File: config.mk
export PLATFORM = sky130hd
export DESIGN_NAME = eprom_read_ctrl
export DESIGN_NICKNAME = d
export VERILOG_FILES = /design/src/rtl/erc_pkg.sv /design/src/rtl/erc_timer.sv /design/src/rtl/erc_seq.sv /design/src/rtl/erc_capture.sv /design/src/rtl/eprom_read_ctrl.sv
export SDC_FILE = /design/constraint.sdc
export NUM_CORES = 1
export LEC_CHECK = 0
export BUFFER_PORTS_ARGS = -buffer_cell sky130_fd_sc_hd__buf_2
export CORE_MARGIN = 2
export CORE_UTILIZATION = 41
export CTS_CLUSTER_DIAMETER = 150
export DETAILED_ROUTE_END_ITERATION = 7
export PLACE_DENSITY = 0.71
export SETUP_SLACK_MARGIN = 0.02
export SYNTH_ARGS = -nofsm -noshare
export SYNTH_HDL_FRONTEND = slang
export SYNTH_SLANG_ARGS = --single-unit
export TNS_END_PERCENT = 10
File: constraint.sdc
create_clock -name clk -period 1.4 [get_ports clk]
set_input_delay 0.14 -clock clk [delete_from_list [all_inputs] [get_ports clk]]
set_output_delay 0.14 -clock clk [all_outputs]
set_load 0.05 [all_outputs]
File: src/rtl/erc_pkg.sv
// Package: shared state type and timing helpers for the EPROM read controller.
// Assumes all times are integer nanoseconds and the clock period is nonzero.
package erc_pkg;

    typedef enum logic [1:0] {
        ST_IDLE   = 2'd0,
        ST_ACCESS = 2'd1,
        ST_FLOAT  = 2'd2
    } erc_state_e;

    localparam int unsigned FLOAT_NS = 50;

    // Round a time up to whole clock cycles.
    function automatic int unsigned ceil_cycles(input int unsigned ns, input int unsigned period);
        return (ns + period - 1) / period;
    endfunction

    // Larger of two counts.
    function automatic int unsigned max2(input int unsigned a, input int unsigned b);
        return (a > b) ? a : b;
    endfunction

    // Address-to-data and select-to-data time for a speed grade.
    function automatic int unsigned grade_acc_ns(input int unsigned grade);
        case (grade)
            0:       return 200;
            1:       return 250;
            default: return 300;
        endcase
    endfunction

    // Output-gate-to-data time for a speed grade.
    function automatic int unsigned grade_oe_ns(input int unsigned grade);
        return (grade == 0) ? 100 : 125;
    endfunction

endpackage

File: src/rtl/erc_timer.sv
// Module: cycle counter shared by the access and float phases.
// Restart loads 1 (the first elapsed cycle); run counts up otherwise.
// Assumes the sequencer restarts it before the count can wrap.
module erc_timer #(
    parameter int unsigned CNT_W = 5
) (
    input  logic             clk,
    input  logic             rst_n,
    input  logic             restart,
    input  logic             run,
    output logic [CNT_W-1:0] count
);

    // Count elapsed cycles of the current phase.
    always_ff @(posedge clk) begin
        if (!rst_n) begin
            count <= '0;
        end else if (restart) begin
            count <= CNT_W'(1);
        end else if (run) begin
            count <= count + CNT_W'(1);
        end
    end

endmodule

File: src/rtl/erc_seq.sv
// Module: sequencer for one read: accept, assert enables, wait, capture,
// release, then hold busy through the float gap.
// Assumes LAG_CYC < SAMPLE_CYC and OFF_CYC >= 1, as the top computes.
module erc_seq
    import erc_pkg::*;
#(
    parameter int unsigned CNT_W      = 5,
    parameter int unsigned SAMPLE_CYC = 11,
    parameter int unsigned LAG_CYC    = 0,
    parameter int unsigned OFF_CYC    = 3
) (
    input  logic             clk,
    input  logic             rst_n,
    input  logic             req,
    input  logic [CNT_W-1:0] count,
    output logic             accept,
    output logic             capture,
    output logic             restart,
    output logic             run,
    output logic             busy,
    output logic             ce_n,
    output logic             oe_n
);

    erc_state_e state_q, state_d;
    logic       oe_fall;
    logic       float_done;

    // Phase events decoded from state and the cycle count.
    always_comb begin
        accept     = (state_q == ST_IDLE) && req;
        capture    = (state_q == ST_ACCESS) && (count == CNT_W'(SAMPLE_CYC));
        float_done = (state_q == ST_FLOAT) && (count == CNT_W'(OFF_CYC));
        restart    = accept || capture;
        run        = (state_q != ST_IDLE);
        busy       = (state_q != ST_IDLE);
    end

    // Late output-gate edge only exists when a lag is configured.
    generate
        if (LAG_CYC == 0) begin : g_no_lag
            assign oe_fall = 1'b0;
        end else begin : g_lag
            assign oe_fall = (state_q == ST_ACCESS) && (count == CNT_W'(LAG_CYC));
        end
    endgenerate

    // Next-state selection.
    always_comb begin
        state_d = state_q;
        case (state_q)
            ST_IDLE:   if (accept)     state_d = ST_ACCESS;
            ST_ACCESS: if (capture)    state_d = ST_FLOAT;
            ST_FLOAT:  if (float_done) state_d = ST_IDLE;
            default:                   state_d = ST_IDLE;
        endcase
    end

    // State register.
    always_ff @(posedge clk) begin
        if (!rst_n) begin
            state_q <= ST_IDLE;
        end else begin
            state_q <= state_d;
        end
    end

    // Registered enables: fall on accept (gate possibly later), rise on capture.
    always_ff @(posedge clk) begin
        if (!rst_n) begin
            ce_n <= 1'b1;
            oe_n <= 1'b1;
        end else if (accept) begin
            ce_n <= 1'b0;
            oe_n <= (LAG_CYC != 0);
        end else if (capture) begin
            ce_n <= 1'b1;
            oe_n <= 1'b1;
        end else if (oe_fall) begin
            oe_n <= 1'b0;
        end
    end

endmodule

File: src/rtl/erc_capture.sv
// Module: address latch toward the memory and the returned data register.
// Assumes accept and capture are never high together.
module erc_capture #(
    parameter int unsigned ADDR_W = 15,
    parameter int unsigned DATA_W = 8
) (
    input  logic              clk,
    input  logic              rst_n,
    input  logic              accept,
    input  logic              capture,
    input  logic [ADDR_W-1:0] addr_in,
    input  logic [DATA_W-1:0] mem_data,
    output logic [ADDR_W-1:0] mem_addr,
    output logic [DATA_W-1:0] rdata,
    output logic              rvalid
);

    // Hold the accepted address for the whole access and float gap.
    always_ff @(posedge clk) begin
        if (!rst_n) begin
            mem_addr <= '0;
        end else if (accept) begin
            mem_addr <= addr_in;
        end
    end

    // Capture the bus on the release edge and pulse valid once.
    always_ff @(posedge clk) begin
        if (!rst_n) begin
            rdata  <= '0;
            rvalid <= 1'b0;
        end else begin
            rvalid <= capture;
            if (capture) begin
                rdata <= mem_data;
            end
        end
    end

endmodule

File: src/rtl/eprom_read_ctrl.sv
// Module: top of the asynchronous EPROM read controller.
// Derives all wait counts from the clock period and speed grade, then
// connects the timer, sequencer and capture register.
// Assumes mem_data comes straight from the memory pins; the extra
// margin cycle covers the input path.
module eprom_read_ctrl
    import erc_pkg::*;
#(
    parameter int unsigned ADDR_W        = 15,
    parameter int unsigned DATA_W        = 8,
    parameter int unsigned CLK_PERIOD_NS = 20,
    parameter int unsigned SPEED_GRADE   = 0,
    parameter int unsigned OE_LAG        = 0
) (
    input  logic              clk,
    input  logic              rst_n,
    input  logic              req,
    input  logic [ADDR_W-1:0] addr,
    output logic              busy,
    output logic [DATA_W-1:0] rdata,
    output logic              rvalid,
    output logic [ADDR_W-1:0] mem_addr,
    output logic              mem_ce_n,
    output logic              mem_oe_n,
    input  logic [DATA_W-1:0] mem_data
);

    localparam int unsigned ACC_CYC    = ceil_cycles(grade_acc_ns(SPEED_GRADE), CLK_PERIOD_NS);
    localparam int unsigned CE_CYC     = ceil_cycles(grade_acc_ns(SPEED_GRADE), CLK_PERIOD_NS);
    localparam int unsigned OE_CYC     = ceil_cycles(grade_oe_ns(SPEED_GRADE), CLK_PERIOD_NS);
    localparam int unsigned OFF_RAW    = ceil_cycles(FLOAT_NS, CLK_PERIOD_NS);
    localparam int unsigned OFF_CYC    = (OFF_RAW == 0) ? 1 : OFF_RAW;
    localparam int unsigned LAG_MAX    = (CE_CYC > OE_CYC) ? (CE_CYC - OE_CYC) : 0;
    localparam int unsigned LAG_CYC    = (OE_LAG > LAG_MAX) ? LAG_MAX : OE_LAG;
    localparam int unsigned DATA_CYC   = max2(max2(ACC_CYC, CE_CYC), LAG_CYC + OE_CYC);
    localparam int unsigned SAMPLE_CYC = DATA_CYC + 1;
    localparam int unsigned CNT_W      = $clog2(max2(SAMPLE_CYC, OFF_CYC) + 1);

    logic             accept;
    logic             capture;
    logic             restart;
    logic             run;
    logic [CNT_W-1:0] count;

    erc_timer #(
        .CNT_W (CNT_W)
    ) u_timer (
        .clk     (clk),
        .rst_n   (rst_n),
        .restart (restart),
        .run     (run),
        .count   (count)
    );

    erc_seq #(
        .CNT_W      (CNT_W),
        .SAMPLE_CYC (SAMPLE_CYC),
        .LAG_CYC    (LAG_CYC),
        .OFF_CYC    (OFF_CYC)
    ) u_seq (
        .clk     (clk),
        .rst_n   (rst_n),
        .req     (req),
        .count   (count),
        .accept  (accept),
        .capture (capture),
        .restart (restart),
        .run     (run),
        .busy    (busy),
        .ce_n    (mem_ce_n),
        .oe_n    (mem_oe_n)
    );

    erc_capture #(
        .ADDR_W (ADDR_W),
        .DATA_W (DATA_W)
    ) u_capture (
        .clk      (clk),
        .rst_n    (rst_n),
        .accept   (accept),
        .capture  (capture),
        .addr_in  (addr),
        .mem_data (mem_data),
        .mem_addr (mem_addr),
        .rdata    (rdata),
        .rvalid   (rvalid)
    );

endmodule

* After elaboration in Yosys (flattened, before gate mapping) *
Index checks and enable logic that the tools add are counted.

word-level totals
  bits in registers = 31
  input port bits = 26
  output and inout bits = 27
  word-level logic and storage cells = 34

operators by class
  $add $sub $neg = 1
  equal/unequal tests = 7
  muxes and demuxes = 8
  bitwise logic cells = 1
  reduce and logical (&&, ||, !) cells = 10

operators with widths
  operator                                                          count
  2-bit two-way mux                                                 3
  2-bit one-hot mux with 3 select lines                             1
  2-bit nonzero test                                                3
  4-bit by 1-bit adder with 4-bit output (second input constant)    1
  4-bit by 2-bit == test with 1-bit output (second input constant)  1
  4-bit == test (second input constant)                             1
  1-bit two-way mux                                                 4
  2-bit by 1-bit != test with 1-bit output (second input constant)  2
  1-bit logical AND                                                 3
  3-bit AND reduction                                               1
  2-bit by 1-bit == test with 1-bit output (second input constant)  1
  2-bit == test (second input constant)                             1
  2-bit zero test                                                   1
  2-bit != test (second input constant)                             1
  2-bit OR reduction                                                1
  1-bit logical OR                                                  1
  1-bit NOT                                                         1

* Longest topological paths before layout *
Gate-level depths: netlist (run 1).

  depth after elaboration = 4
  gate-level depth with buffers = 6
  depth with buffers taken out = 4

* Modules after synthesis *
Synthesis (run 1) repeated with hierarchy kept, for this count alone.

unflattened totals
  cell total of the unflattened synthesis = 113
  area, all modules = 1286.2 sq um

by module, submodules not included
  module       times used  cells each  area an instance (sq um)
  erc_capture  1           76          907.1
  erc_seq      1           20          193.9
  erc_timer    1           17          185.2

* Worst setup path before layout (run 1) *
OpenSTA, ideal clock, no wires.

  kind = reg-to-reg
  start = reg u_seq.state_q[1]
  end = reg u_timer.count[0]
  library setup time = 0.115 ns
  data arrival time = 1.170 ns
  path slack = 0.115 ns
  stages on the path, launching flop included = 5
  path buffers = 1
  period minus slack after synthesis = 1.285 ns
  cell sequence = dfxtp_1 -> buf_2 -> or2_2 -> mux2i_1 -> o21a_1

between the ends
  elaborated cells on any way between the ends = 8
  those cells by class = eq/ne: 1; mux: 1; reduce/logical: 6

RTL lines
  element                              RTL line               text
  from (decl)                          erc_seq.sv:25          erc_state_e state_q, state_d;
  from (signal assigned)               erc_seq.sv:64          state_q <= state_d;
  2-bit nonzero test                   --
  net busy                             eprom_read_ctrl.sv:19  output logic busy,
  2-bit nonzero test (no source line)  --
  to (signal assigned)                 erc_timer.sv:21        count <= count + CNT_W'(1);
  to (decl)                            erc_timer.sv:11        output logic [CNT_W-1:0] count

The timed path passes the listed nets, and every way through them passes these cells.
A chain may end at the register's enable or synchronous reset.

* Worst setup path after layout (run 1) *
  start = reg u_seq.state_q[0]
  end = out busy

between the ends
  cells in the longest elaborated chain, start to end = 1

ends and longest elaborated chain
  element             RTL line               text
  2-bit nonzero test  erc_seq.sv:36          busy = (state_q != ST_IDLE);
  to (decl)           eprom_read_ctrl.sv:19

No other way between the ends.

==> results of run 1 <==
## cells by family (layout without fill, tap and decap cells)
group / after synthesis / after routing / synth area share (%)
AOI/OAI and AO/OA: 34 / 34 / 20.9
xor gates and xnor gates: 1 / 1 / 0.725
adders and majority gates: 1 / 1 / 1.04
buffers and inverters: 9 / 69 / 4.86
DFF: 31 / 31 / 51.3
muxes: 1 / 1 / 0.828
and+or+nand+nor: 45 / 46 / 20.3
## state kept, by name, summed over array words and instances, names as in the netlist
register            cells
u_seq.state_q           2
u_timer.count           4
u_seq.oe_n              1
u_capture.rdata         8
u_capture.rvalid        1
u_capture.mem_addr     15
## power by group
part / switching [mW] / internal [mW]
logic: 0.198 / 0.114
registers: 0.0202 / 0.913
clock network: 0.298 / 0.233
## metrics by stage
| stage | setup TNS [ps] | total power, mW | cells | instance area [µm²] | hold WS (ps) |
|---|---|---|---|---|---|
| finish | 0 | 1.78 | 214 | 1620 | 21.6 |
| floorplan | 0 | 1.17 | 122 | 1210 | 273 |
| CTS | -23.6 | 1.77 | 209 | 1560 | 16.8 |
| global placement | 0 | 1.24 | 202 | 1490 | 359 |
| detailed placement | -116 | 1.25 | 202 | 1490 | 360 |
| global route | -67.1 | 1.84 | 214 | 1620 | 14.4 |
## routing by layer
| metal | vias to the layer above | track usage (%) | routed length (µm) |
|---|---|---|---|
| met4 | 0 | 7.97 | 42 |
| met2 | 33 | 26.2 | 1380 |
| met1 | 496 | 18.9 | 1160 |
| met5 | - | 0 | 0 |
| met3 | 5 | 4.62 | 155 |
| li1 | 544 | - | - |
## how the worst min path moves through the flow
| stage | slack, ps | to |
|---|---|---|
| 2_1_floorplan | 270 | u_capture.rdata[0] |
| 6_report | 20 | u_capture.rdata[0] |
| 3_5_place_dp | 360 | u_capture.rdata[0] |
| 3_3_place_gp | 360 | u_capture.rdata[0] |
| 4_1_cts | 20 | u_capture.rdata[0] |
| 5_1_grt | 10 | u_capture.rdata[5] |
## final cells by class
cell class                      count  area [µm²]
Timing Repair Buffer               61         345
Fill cell                         266        1160
Tap cell                           31        38.8
Inverter                            1        3.75
Clock inverter                      1        5.00
Clock buffer                        6        51.3
Sequential cell                    31         629
Multi-Input combinational cell     83         551
## worst reg2reg max path, stage by stage (launching register included)
cell,delay (ps)
dfxtp_1,370
ha_2,220
nand4b_4,170
nor3b_2,350
a22o_1,190
## repair_timing
item                                    in CTS  in global routing
buffers inserted                             0                  4
endpoints found under the setup margin      13                 13
gates resized for setup                      8                  7
gates cloned                                 0                  1
pin swaps                                    1                  2
## cells in the final DEF, fill, tap and decap left out, types with 2 or more instances in the layout
| master | instances |
|---|---|
| a21boi_1 | 10 |
| nand2_1 | 31 |
| buf_2 | 51 |
| dfxtp_1 | 28 |
| buf_6 | 2 |
| nor2_1 | 2 |
| a21boi_0 | 5 |
| buf_4 | 7 |
| nor3b_4 | 2 |
| a22o_1 | 8 |
| nor3_1 | 2 |
| dfxtp_4 | 2 |
| a21oi_1 | 3 |
| clkbuf_4 | 5 |
| o21a_1 | 2 |
| o21ai_0 | 2 |
| nor2b_1 | 2 |
==> summary.txt, run 1 <==
Status: finished, final reports clean
Post-synth top area share: 51.3%
Initial DRT Pass Iterations: 4
Die ar.: 3400 µm²
CTS clock-pin slew for the worst setup and hold paths: 100 ps
Critical Path End: busy
RSZ-0062 raised after global routing: yes
Final count of negative-setup-slack endpoints: 0
Worst path slowest cell: dfxtp_4
CP required: 1260 ps
Worst Hold Class: input pin to flip-flop
Slew @ Worst Pin: 335 ps
Slew HR: 77.5%
Worst Path Arrival: 1230 ps
CTS tree: yes
First-pass GRT wire length: 4.06 mm
Crit end category: output pin
Avg Cell Area, Syn: 9.91 µm²
Reg2reg setup slack: 50 ps
Max cap viols: 0
Hold Startpoint: mem_data[0]
# hold bufs at CTS: 0
Largest cells by area after synthesis: dfxtp_1 51%, nand2_1 9.6%, a21boi_1 6.2%, a22o_1 5.8%, a21boi_0 3.1%
Chip Height: 58.3 µm
Final count of pins violating max slew: 0
Dominant synthesized flop cell: dfxtp_1
Final min period: 1370 ps
Worst VDD drop: 0.734 mV
TritonCTS Buffers: 5
Pre-CTS WS: -42.2 ps
Mapped Area: 1210 µm²
Vias in the first global route: 966
Clk sinks: 31
Synth Instances: 122
DRC viols: 0
Die Wd: 58.3 µm
CP startpoint: u_seq.state_q[0]
Reg-to-reg endpoint: u_capture.rdata[4]
Avg WL per Cell: 12.8 µm
Post-synth top cells: 31 x dfxtp_1, 31 x nand2_1, 10 x a21boi_1
Global-route usage over all layers: 15.9%
# rows: 19
DR vias: 1078
Drt via density: 5.04
Crit path depth: 3
Iter 0 DRT Violations: 30
Worst Path Buf+Inv: 2
Synthesis-to-finish area growth: 34.4%
Starting Density: 43.5%
CP Max Fanout: 6
Initial antenna violation count: 0
Hold depth: 2
Total gr overflow: 0
Core Area: 2780 µm²
Worst R2R Path Depth: 4
Final Cycle Share: 97.9%
Routed Wire Length: 2.74 mm
Buffers added on ports: 52
Area leader, netlist: dfxtp_1
Fin nets: 210
Post-synth EDFFs: 0
Final Hold Viols: 0
R2R Path Start: u_timer.count[1]
Pwr dens: 1090 nW/µm²
Diodes inserted: 0
I/O pin count: 53
H-tree Lvls: 2
CTS Root Cell: clkbuf_4
Clock Path Buffers: 2
Clock skew: 12.3 ps
Post-synthesis async set-or-reset flop share: 0%
Top Family by Delay on Critical Path: flip-flops
Leakage: 0.777 nW
Final Worst Setup Slack: 29.4 ps
Fin util: 58.4%
CP Class: flip-flop to output pin
Hpwl dp: 1.97 mm
Share of cells above drive strength 1: 43.2%
Synth cell types: 28
Crit-path cells: buf_6 -> or2_4 -> buf_8
GPL Wtd Cong: 0.849
Largest net degree at the start of global routing: 16
YS warnings: 0
Number of synthesized register bits: 31
Post-DRT Antenna Nets: 0
Worst-Skew Late Latency: 330 ps
Mapped Nets: 149
CP peak stage delay: 370 ps
Startpoint types: flip-flop
Highest clock rate: 0.730 GHz
Seq/Total Area, Yosys: 51.3%
(Power assumes the default switching activity.)
==> run 2, diff against run 1 <==
--- a/config.mk
+++ b/config.mk
@@ -5,13 +5,14 @@
 export SDC_FILE = /design/constraint.sdc
 export NUM_CORES = 1
 export LEC_CHECK = 0
-export BUFFER_PORTS_ARGS = -buffer_cell sky130_fd_sc_hd__buf_2
 export CORE_MARGIN = 2
-export CORE_UTILIZATION = 41
+export CORE_UTILIZATION = 54
 export CTS_CLUSTER_DIAMETER = 150
 export DETAILED_ROUTE_END_ITERATION = 7
-export PLACE_DENSITY = 0.71
+export DONT_BUFFER_PORTS = 1
+export PLACE_DENSITY = 0.69
 export SETUP_SLACK_MARGIN = 0.02
+export SLEW_MARGIN = 20
 export SYNTH_ARGS = -nofsm -noshare
 export SYNTH_HDL_FRONTEND = slang
 export SYNTH_SLANG_ARGS = --single-unit
==> summary.txt, run 2 (synthesized netlist as in run 1, its figures left out) <==
Clk sinks: 31
Routed Wire Length: 3.08 mm
Clock Path Buffers: 2
Worst Path Arrival: 1230 ps
Fin Setup TNS: 0 ps
Final count of pins violating max slew: 0
GPL Wtd Cong: 0.902
Share of cells above drive strength 1: 27.8%
Sequential power share: 46.3%
Post-DRT Antenna Nets: 0
Drt via density: 5.30
Die ar.: 2630 µm²
Iter 0 DRT Violations: 12
Hpwl dp: 1.80 mm
DR vias: 1102
I/O pin count: 53
R2R Path Start: u_timer.count[1]
First-pass GRT wire length: 4.49 mm
Fin nets: 206
Top Family by Delay on Critical Path: flip-flops
Most common library cell in the layout ignoring fill and taps: nand2_1
Worst Hold Class: input pin to flip-flop
Largest net degree at the start of global routing: 20
DRC viols: 0
Total gr overflow: 0
Power share of the combinational group: 17.9%
Avg WL per Cell: 14.8 µm
Crit path depth: 3
Crit end category: output pin
Synthesis-to-finish area growth: 51.1%
Global-route usage over all layers: 24.1%
Chip Height: 51.3 µm
Final min period: 1370 ps
Worst VDD drop: 0.926 mV
H-tree Lvls: 2
Max reg flops: 15
Slew @ Worst Pin: 555 ps
Starting Density: 55.7%
Sw frac: 26.0%
Fin Hold WS: 25.6 ps
Initial antenna violation count: 0
Clock skew: 7.05 ps
CTS clock-pin slew for the worst setup and hold paths: 90 ps
Pwr dens: 1100 nW/µm²
CTS tree: yes
Final count of negative-setup-slack endpoints: 0
CP required: 1260 ps
Die Wd: 51.3 µm
Reg2reg setup slack: 80 ps
Initial DRT Pass Iterations: 4
Internal Power: 1.49 mW
Crit-path cells: buf_6 -> or2_4 -> buf_8
Slew HR: 62.9%
Clock share of power: 35.8%
Leakage: 0.787 nW
CP Class: flip-flop to output pin
Worst path slowest cell: dfxtp_4
Highest clock rate: 0.732 GHz
Most flops, register: u_capture.mem_addr
Worst Path Buf+Inv: 2
Largest registers: u_capture.mem_addr (15), u_capture.rdata (8), u_timer.count (4)
# rows: 17
Reg-to-reg endpoint: u_capture.rdata[5]
Max cap viols: 0
Worst-Skew Late Latency: 330 ps
Worst R2R Path Depth: 4
Core Area: 2170 µm²
CTS Root Cell: clkbuf_4
Vias in the first global route: 1102
CP startpoint: u_seq.state_q[1]
CP Max Fanout: 10
P_sw: 522 µW
Final Hold Viols: 0
Startpoint types: flip-flop
Critical Path End: busy
Diodes inserted: 0
Final Cycle Share: 97.6%
CP peak stage delay: 370 ps
TritonCTS Buffers: 5
Buffers added on ports: 0
RSZ-0062 raised after global routing: yes
Status: finished, final reports clean
Commonest non-fill, non-tap cells in the layout: 31 x nand2_1, 29 x buf_4, 29 x dfxtp_1, 25 x dlygate4sd3_1, 10 x a21boi_1
-- run 2: worst min-delay path by stage --
stage / start / endpoint / slack (ps) / depth (start not counted)
detailed placement: rst_n / u_seq.oe_n / 240 / 1
global placement: rst_n / u_seq.oe_n / 230 / 1
floorplan: mem_data[0] / u_capture.rdata[0] / 270 / 1
CTS: rst_n / u_capture.rvalid / 4 / 1
finish: req / u_timer.count[1] / 30 / 3
global route: req / u_timer.count[1] / 30 / 3
-- run 2: tightest hold or removal path: cells and delay by family --
kind,cells,cell delay [ps]
compound gates,1,110
simple gates,2,70
-- run 2: cell type report --
class	instances	area (µm²)
Fill cell	123	343
Timing Repair Buffer	58	526
Inverter	1	3.75
Multi-Input combinational cell	82	548
Sequential cell	31	628
Clock buffer	6	51.3
Tap cell	28	35.0
Clock inverter	2	35.0
-- run 2: per-stage QoR --
| stage | worst slack (ps) | area (µm²) | utilization (%) | power (mW) | std cells |
|---|---|---|---|---|---|
| after floorplan | 115 | 1210 | - | 1.17 | 122 |
| after global placement | 76.2 | 1420 | 65.4 | 1.22 | 171 |
| after detailed placement | -1.46 | 1420 | 65.4 | 1.23 | 171 |
| after CTS | -43.8 | 1780 | 81.9 | 2.02 | 204 |
| after global routing | 0.240 | 1830 | 84.2 | 2.08 | 208 |
| final | 34.3 | 1830 | 84.2 | 2.01 | 208 |
-- run 2: what timing repair did --
item	CTS	global route
hold buffers	25	0
setup buffers	0	4
resized for setup	7	7
setup endpoints to repair	13	12
endpoints found under the hold margin	28	0
pin swaps	0	2
-- run 2: metal layers --
layer	global-route usage, %	part of all wire, %	vias up
met2	48.1	55	44
li1	-	-	535
met5	0	0	-
met4	11.0	1.9	0
met3	9.94	6.8	10
met1	19.9	36	513
-- run 2: power groups by stage --
stage | Combinational (mW) | Sequential, mW | Clock, mW
after floorplan | 0.118 | 1.05 | 0
after global placement | 0.270 | 0.952 | 0
after detailed placement | 0.275 | 0.954 | 0
after CTS | 0.342 | 0.936 | 0.740
after global routing | 0.378 | 0.936 | 0.769
final | 0.360 | 0.931 | 0.720
